### src/rtl/nvm_pkg.sv
package nvm_pkg;
   typedef enum logic [1:0] {
      NVM_OP_WRITE = 2'b01,
      NVM_OP_READ  = 2'b10
   } nvm_op_e;
   localparam int NVM_OP_W = 2;
endpackage

### src/rtl/nvm_strap_latch.sv
module nvm_strap_latch (
   input  logic clk,
   input  logic rst,
   input  logic strap_in,
   output logic is_flash,
   output logic valid
);
   always_ff @(posedge clk) begin
      if (rst) begin
         is_flash <= strap_in;
         valid    <= 1'b0;
      end else begin
         valid    <= 1'b1;
      end
   end

   a_r3_type_held: assert property (@(posedge clk) disable iff (rst)
      (valid && $past(valid)) |-> $stable(is_flash));
   a_r3_no_drive_in_reset: assert property (@(posedge clk)
      rst |=> !valid);
endmodule

### src/rtl/nvm_sclk_gen.sv
module nvm_sclk_gen #(
   parameter int DIV = 24
) (
   input  logic clk,
   input  logic rst,
   input  logic run,
   output logic sclk,
   output logic rise,
   output logic slot_end
);
   localparam int HALF = DIV / 2;
   localparam int CW   = $clog2(DIV);
   localparam bit POW2 = ((DIV & (DIV - 1)) == 0);

   initial begin
      assert (DIV >= 4 && (DIV % 2) == 0)
         else $error("DIV must be even and at least 4");
   end

   logic [CW-1:0] cnt;

   generate
      if (POW2) begin : g_wrap
         always_ff @(posedge clk) begin
            if (rst || !run) cnt <= '0;
            else             cnt <= cnt + 1'b1;
         end
      end else begin : g_cmp
         always_ff @(posedge clk) begin
            if (rst || !run)               cnt <= '0;
            else if (cnt == CW'(DIV - 1))  cnt <= '0;
            else                           cnt <= cnt + 1'b1;
         end
      end
   endgenerate

   assign sclk     = run && (cnt >= CW'(HALF));
   assign rise     = run && (cnt == CW'(HALF - 1));
   assign slot_end = run && (cnt == CW'(DIV - 1));

   a_r5_rise_then_high: assert property (@(posedge clk) disable iff (rst)
      (rise && run) |=> sclk);
   a_r5_end_then_low: assert property (@(posedge clk) disable iff (rst)
      slot_end |=> !sclk);
endmodule

### src/rtl/nvm_serial_engine.sv
module nvm_serial_engine #(
   parameter int AW  = 6,
   parameter int DW  = 16,
   parameter int DIV = 24
) (
   input  logic          clk,
   input  logic          rst,
   input  logic          enable,
   input  logic          start,
   input  logic          wr,
   input  logic [AW-1:0] addr,
   input  logic [DW-1:0] wdata,
   input  logic          sd_in,
   output logic          busy,
   output logic          done,
   output logic [DW-1:0] rdata,
   output logic          cmd_out,
   output logic          sd_out,
   output logic          sd_oe,
   output logic          sclk
);
   import nvm_pkg::*;

   localparam int HB = NVM_OP_W + AW;
   localparam int N  = HB + DW;
   localparam int SW = $clog2(N);

   initial begin
      assert (AW >= 1 && DW >= 2)
         else $error("AW must be >= 1 and DW >= 2");
   end

   logic          rise, slot_end, wr_q;
   logic [SW-1:0] slot;
   logic [N-1:0]  sh;
   logic [DW-1:0] rd_sh;
   logic [1:0]    opv;
   logic          data_ph;

   nvm_sclk_gen #(.DIV(DIV)) u_div (
      .clk(clk), .rst(rst), .run(busy),
      .sclk(sclk), .rise(rise), .slot_end(slot_end)
   );

   assign opv     = wr ? NVM_OP_WRITE : NVM_OP_READ;
   assign data_ph = (slot >= SW'(HB));

   always_ff @(posedge clk) begin
      if (rst) begin
         busy  <= 1'b0;
         done  <= 1'b0;
         wr_q  <= 1'b0;
         slot  <= '0;
         sh    <= '0;
         rd_sh <= '0;
         rdata <= '0;
      end else begin
         done <= 1'b0;
         if (!busy) begin
            if (start && enable) begin
               busy <= 1'b1;
               wr_q <= wr;
               slot <= '0;
               sh   <= {opv, addr, (wr ? wdata : {DW{1'b0}})};
            end
         end else begin
            if (rise && data_ph && !wr_q)
               rd_sh <= {rd_sh[DW-2:0], sd_in};
            if (slot_end) begin
               if (slot == SW'(N - 1)) begin
                  busy <= 1'b0;
                  done <= 1'b1;
                  if (!wr_q) rdata <= rd_sh;
               end else begin
                  slot <= slot + 1'b1;
                  sh   <= {sh[N-2:0], 1'b0};
               end
            end
         end
      end
   end

   assign cmd_out = busy && !data_ph && sh[N-1];
   assign sd_oe   = busy && data_ph && wr_q;
   assign sd_out  = sd_oe && sh[N-1];

   a_r9_done_single: assert property (@(posedge clk) disable iff (rst)
      done |=> !done);
   a_r10_slot_hold: assert property (@(posedge clk) disable iff (rst)
      (busy && !slot_end) |=> (busy && slot == $past(slot)));
   a_r7_oe_write_only: assert property (@(posedge clk) disable iff (rst)
      sd_oe |-> (wr_q && !cmd_out));
   a_r4_no_start_disabled: assert property (@(posedge clk) disable iff (rst)
      (!busy && !enable) |=> !busy);
endmodule

### src/rtl/nvmem_port.sv
module nvmem_port #(
   parameter int AW  = 6,
   parameter int DW  = 16,
   parameter int DIV = 24
) (
   input  logic          clk,
   input  logic          rst,
   input  logic          strap_in,
   output logic          nv_cs,
   output logic          nv_cs_oe,
   output logic          ser_mode,
   input  logic          req_start,
   input  logic          req_write,
   input  logic [AW-1:0] req_addr,
   input  logic [DW-1:0] req_wdata,
   output logic          req_done,
   output logic [DW-1:0] req_rdata,
   input  logic          sd_in,
   output logic          sd_out,
   output logic          sd_oe,
   output logic          cmd_out,
   output logic          sclk,
   input  logic          buf_acc,
   input  logic          flash_acc,
   input  logic          mem_rd,
   output logic          sram_cs_n,
   output logic          rd_strobe_n
);
   logic is_flash, valid, busy;

   nvm_strap_latch u_strap (
      .clk(clk), .rst(rst), .strap_in(strap_in),
      .is_flash(is_flash), .valid(valid)
   );

   assign ser_mode = valid && !is_flash;

   nvm_serial_engine #(.AW(AW), .DW(DW), .DIV(DIV)) u_ser (
      .clk(clk), .rst(rst), .enable(ser_mode),
      .start(req_start), .wr(req_write), .addr(req_addr), .wdata(req_wdata),
      .sd_in(sd_in), .busy(busy), .done(req_done), .rdata(req_rdata),
      .cmd_out(cmd_out), .sd_out(sd_out), .sd_oe(sd_oe), .sclk(sclk)
   );

   assign nv_cs_oe    = valid;
   assign nv_cs       = valid && (is_flash ? !flash_acc : busy);
   assign sram_cs_n   = !buf_acc;
   assign rd_strobe_n = !(mem_rd && (buf_acc || (valid && is_flash && flash_acc)));

   a_r4_flash_idle: assert property (@(posedge clk) disable iff (rst)
      (valid && is_flash) |-> (!busy && !sclk));
   a_r2_cs_released_after_done: assert property (@(posedge clk) disable iff (rst)
      (req_done && ser_mode) |-> !nv_cs);
   a_r11_sram_select: assert property (@(posedge clk) disable iff (rst)
      !sram_cs_n |-> buf_acc);
endmodule

### config.mk
export PLATFORM = sky130hd
export DESIGN_NAME = nvmem_port
export DESIGN_NICKNAME = d
export VERILOG_FILES = /design/src/rtl/nvm_pkg.sv /design/src/rtl/nvm_strap_latch.sv /design/src/rtl/nvm_sclk_gen.sv /design/src/rtl/nvm_serial_engine.sv /design/src/rtl/nvmem_port.sv
export SDC_FILE = /design/constraint.sdc
export NUM_CORES = 1
export LEC_CHECK = 0
export BUFFER_PORTS_ARGS = -buffer_cell sky130_fd_sc_hd__buf_2
export CORE_ASPECT_RATIO = 1.75
export CORE_UTILIZATION = 31
export CTS_BUF_LIST = sky130_fd_sc_hd__clkbuf_4
export DETAILED_ROUTE_END_ITERATION = 6
export GPL_TIMING_DRIVEN = 0
export PLACE_DENSITY = 0.55
export RECOVER_POWER = 100
export SYNTH_ARGS = -nofsm -noshare
export SYNTH_HDL_FRONTEND = slang
export SYNTH_SLANG_ARGS = --single-unit
### constraint.sdc
create_clock -name clk -period 4.7 [get_ports clk]
set_input_delay 0.235 -clock clk [delete_from_list [all_inputs] [get_ports clk]]
set_output_delay 0.235 -clock clk [all_outputs]
set_load 0.02 [all_outputs]
# Word-level counts from Yosys, hierarchy flattened
# Cells that the tools add are included.
[word_totals]
register_bits = 71
elab_cells = 71
output_inout_bits = 26
inputBits = 31
[op_classes]
magnitude_cmp = 2
bitwise_logic = 3
n_eq_ne = 5
n_addsub = 2
reduce_logical = 32
n_mux = 17
[op_table]
columns = ["cell", "n"]
rows = [
  ["$mux W24", 4],
  ["$mux W5", 4],
  ["$logic_and A1 B1 Y1", 16],
  ["$mux W16", 1],
  ["$add A5 B1 Y5 const B", 2],
  ["$eq A5 B5 Y1 const B", 2],
  ["$ge A5 B4 Y1 const B", 2],
  ["$logic_not A1 Y1", 7],
  ["$mux W1", 7],
  ["$eq A5 B4 Y1 const B", 1],
  ["$ne A2 B2 Y1 const B", 2],
  ["$reduce_and A2 Y1", 2],
  ["$reduce_and A4 Y1", 1],
  ["$not A1 Y1", 3],
  ["$reduce_and A3 Y1", 1],
  ["$reduce_or A3 Y1", 1],
  ["$logic_or A1 B1 Y1", 2],
  ["$mux W2", 1],
  ["$reduce_bool A2 Y1", 1],
  ["$reduce_or A2 Y1", 1],
]

# Logic depth before layout (Yosys ltp)
[logic_depth]
depth_word = 5
ltp_mapped = 7
ltp_nobuf = 5

# Modules after synthesis
# A second synthesis with hierarchy kept.
[hier_totals]
cells_unflattened = 350
area_unflattened_um2 = 3198.1
[modules_own_cells]
columns = ["mod", "seq_area_each_um2", "cells_each", "n_inst", "area_each_um2"]
rows = [
  ["nvm_serial_engine", 1281.2, 310, 1, 2820.2],
  ["nvm_sclk_gen", 100.1, 30, 1, 265.3],
  ["nvmem_port", 0.0, 7, 1, 58.8],
  ["nvm_strap_latch", 50.0, 3, 1, 53.8],
]

# Worst setup path after synthesis
# No wires, ideal clock.
[synth_timing]
path_kind = "register to register"
from = "reg u_ser.u_div.cnt[0]"
to = "reg u_ser.rdata[0]"
slack_ns = 2.975
setup_ns = 0.128
path_stages_with_launch = 8
required_ns = 4.572
period_less_slack_ns = 1.725
n_path_buf = 2
t_arrival_ns = 1.597
path_cell_list = "dfxtp_1 ha_1 and4b_1 and4b_2 buf_4 buf_4 mux2i_1 nor2_1"
[synth_between]
elab_chain_cells = 3
[synth_rtl]
columns = ["item", "line_no", "source"]
rows = [
  ["start: declaration", "nvm_sclk_gen.sv:20", "logic [CW-1:0] cnt;"],
  ["start signal: assignment", "nvm_sclk_gen.sv:32", "else cnt <= cnt + 1'b1;"],
  ["$eq A5 B5 Y1", "nvm_sclk_gen.sv:39", "assign slot_end = run && (cnt == CW'(DIV - 1));"],
  ["$logic_and A1 B1 Y1", "nvm_sclk_gen.sv:39", ""],
  ["$reduce_and A4 Y1 (no line)", "-", ""],
  ["end signal: assignment", "nvm_serial_engine.sv:73", "if (!wr_q) rdata <= rd_sh;"],
  ["end: declaration", "nvm_serial_engine.sv:16", "output logic [DW-1:0] rdata,"],
]
# No other way between the ends.
# A chain may end at the register's enable or synchronous reset.

# Final worst setup path
[layout_timing]
from = "reg u_ser.slot[0]"
to = "reg u_ser.rdata[4]"
[layout_between]
elab_chain_cells = 2
[layout_rtl]
columns = ["item", "line_no", "source"]
rows = [
  ["start: declaration", "nvm_serial_engine.sv:34", "logic [SW-1:0] slot;"],
  ["start signal: assignment", "nvm_serial_engine.sv:75", "slot <= slot + 1'b1;"],
  ["$eq A5 B5 Y1", "nvm_serial_engine.sv:70", "if (slot == SW'(N - 1)) begin"],
  ["$reduce_and A4 Y1 (no line)", "-", ""],
]
# No other way between the ends.

==> impl_metrics.tcl <==
set metrics [dict create \
    crit_path_top_delay_cell "clkbuf_1" \
    tightest_slew_ns 0.747 \
    ys_types 41 \
    synth_top_family_by_area "simple AND/OR/NAND/NOR gates" \
    drive_above_1_share_pct 13.6 \
    yosysSeqAreaShare_pct 49.3 \
    hold_viol_final 0 \
    path_delay_family "buffers and inverters" \
    overflow 0 \
    grt_max_degree 13 \
    antenna_found_initial 0 \
    max-clock-path-buffers 2 \
    syn_to_final_growth_pct 18.5 \
    yosysMostFrequentCell "dfxtp_1" \
    grt_pass1_vias 2270 \
    die_y_um 130 \
    dpl.hpwl_um 4760 \
    vdd_drop_max_uv 214 \
    initial_utilization_pct 31.9 \
    ys.flop_type "dfxtp_1" \
    synth_top_area_share_pct 48.2 \
    synthTopCellsByCount "70 x dfxtp_1, 69 x nor2_1, 32 x mux2i_1, 20 x nor3_1, 15 x a221oi_1" \
    root_buffer "clkbuf_4" \
    synth_area_per_cell_um2 9.37 \
    vias_per_cell 4.76 \
    nets 413 \
    clock-sinks 71 \
    fp.dieW_um 75.2 \
    core.rowCount 46 \
    io_buffer_count 56 \
    cts_tree "yes" \
    routed_wl_um 6600 \
    cts_setup_buffers 0 \
    synthTopCellsByArea "dfxtp_1 48%, mux2i_1 11%, nor2_1 8.9%, a221oi_1 4.5%, nor3_1 3.4%" \
    totalNegativeSetupSlack_ns 0 \
    grt_use_total_pct 14.4 \
    skew_ns 0.0112 \
    synth_xor_area_share_pct 0.603 \
    synth_fp_nets 345 \
    hold_start "rst" \
    fin_crit_ns 2.62 \
    critPathKind "flip-flop to flip-flop" \
    synth_mux_area_share_pct 11.0 \
    p_leak_nw 1.23 \
    crit_buf_inv 2 \
    vias 2396 \
    crit_chain "ha_1 -> and4b_1 -> and4b_2 -> clkbuf_1 -> clkbuf_1 -> mux2i_1 -> nor2_1" \
    cp.arrival_ns 2.92 \
    diodes 0 \
    placed_cells 486 \
    hold_path.class "input pin to flip-flop" \
    cts_resized 0 \
    synth_area_um2 2910 \
    crit_required_ns 5.00 \
    ant_nets 0 \
    max_freq_ghz 0.382 \
    synth_compound_area_share_pct 9.22 \
    ys_seq_elements 71 \
    cap_violations 0 \
    numCtsBuffers 9 \
    synthAdderAreaFrac_pct 1.72 \
    path_clk_slew_ns 0.11 \
    drt_first_pass_iters 6 \
    yosys.area_share.simple_pct 22.0 \
    final_max_slew_viol_count 0 \
    cpPeakStageDelay_ns 0.63 \
    clk_latency_ns 0.42 \
    p_total_mw 1.19 \
    dieArea_um2 9780 \
    wire_per_inst_um 13.1 \
    io_pins 57 \
    grt_pass1_wl_um 10500 \
    place.gp.congestion 0.742 \
    drt_iter0_markers 75 \
    end_kind "flip-flop" \
    crit_path_start "u_ser.slot[0]" \
    status "completed" \
    core-area_um2 9090 \
    critPathMostFrequentCell "clkbuf_1" \
    post-route-drc-count 0 \
    synth_area_leader_cell "dfxtp_1" \
    yosys_warnings 0 \
    grt_setup_unrepaired "no" \
    cts_hold_buf 1 \
    synth_edf_count 1 \
    max-slew-margin-rel_pct 50.2 \
    min_period_over_period_pct 55.7 \
    cp-start-kind "flip-flop" \
    rr_startpoint "u_ser.slot[0]" \
    fill_cells 1004 \
    finalSetupViolations 0 \
    crit_path_max_fanout 10 \
    synthesis.instances 310 \
    power.density_nw_per_um2 346 \
    htreeDepth 3 \
    ys_async_sr_fraction_pct 0 \
    fin_cells 503 \
]
## where the power goes
part | total (mW) | switching (mW) | leakage, nW | internal (mW)
clock | 0.491 | 0.218 | 0.0903 | 0.273
sequential | 0.625 | 0.00880 | 0.577 | 0.617
combinational | 0.0752 | 0.0466 | 0.564 | 0.0286
total | 1.19 | 0.273 | 1.23 | 0.919
## worst register-to-register path, stage by stage, from the launching register on
cell and delay (ns):
dfxtp_1 0.42, ha_1 0.26, and4b_1 0.24, and4b_2 0.23, clkbuf_1 0.40, clkbuf_1 0.63, mux2i_1 0.28, nor2_1 0.05
## state kept, by name (all words and copies together), names as in the netlist
signal / cells
u_ser.wr_q: 1
u_ser.rd_sh: 16
u_ser.busy: 1
u_ser.sh: 24
u_ser.rdata: 16
u_ser.done: 1
u_ser.slot: 5
u_strap.valid: 1
u_ser.u_div.cnt: 5
u_strap.is_flash: 1
## area by class of cell
class	count	area (µm²)	area share (%)
plain buffers	22	93.8	2.73
well taps	120	150	4.36
multi-input cells	209	1300	37.7
inverters	8	30.0	0.872
repair buffers	57	256	7.45
flip-flops and latches	71	1430	41.6
clock buffers	10	75.1	2.18
clock inverters	6	109	3.16
## stage by stage
step | setup WS, ns | area (µm²) | hold slack [ns] | util [%]
6_report | 2.08 | 3440 | 0.0447 | 37.9
2_1_floorplan | 2.98 | 2910 | 0.334 | -
3_3_place_gp | 2.78 | 3340 | 0.419 | 36.7
4_1_cts | 2.41 | 3530 | 0.00820 | 38.8
5_1_grt | 1.90 | 3440 | 0.0215 | 37.9
3_5_place_dp | 2.74 | 3340 | 0.416 | 36.7
## cells in the final DEF (no fill, tap or decap), types with 2 or more instances in the layout
cell,Yosys,final
clkbuf_1,10,47
nand3_1,7,7
bufinv_16,0,3
o21ai_0,5,5
inv_1,8,8
nor4_1,5,5
and3_1,2,2
nand4b_1,3,3
nor2b_1,2,2
a21oi_1,11,11
a221oi_1,15,15
a31o_2,2,2
mux2i_1,32,32
nand2_1,12,12
clkinvlp_4,0,2
and4b_1,2,2
dfxtp_1,70,70
buf_2,4,30
nor2_1,69,69
clkbuf_4,0,10
nor3_1,20,20
ha_1,4,4
## cells by family (layout without fill, tap and decap cells)
kind of cell	count (synthesis)	after routing
compound gates	38	38
xor+xnor	2	2
fa+ha+maj	4	4
buf+inv	30	103
flops	71	71
mux	32	32
simple gates	133	133
## path summary, 6_finish.rpt
kind / slack [ns] / to / depth (start not counted)
min reg2reg: 0.49 / u_ser.sh[0] / 2
max: 2.08 / u_ser.rdata[4] / 7
min: 0.04 / u_strap.is_flash / 1
max reg2reg: 2.08 / u_ser.rdata[4] / 7
## layer usage
metal,vias to the layer above,part of all wire [%],track usage (%)
li1,1222,-,-
met2,60,52,25.9
met4,0,2.0,6.86
met1,1104,41,14.8
met5,-,0,0
met3,10,4.8,4.32
Power figures use the tool's default switching activity.
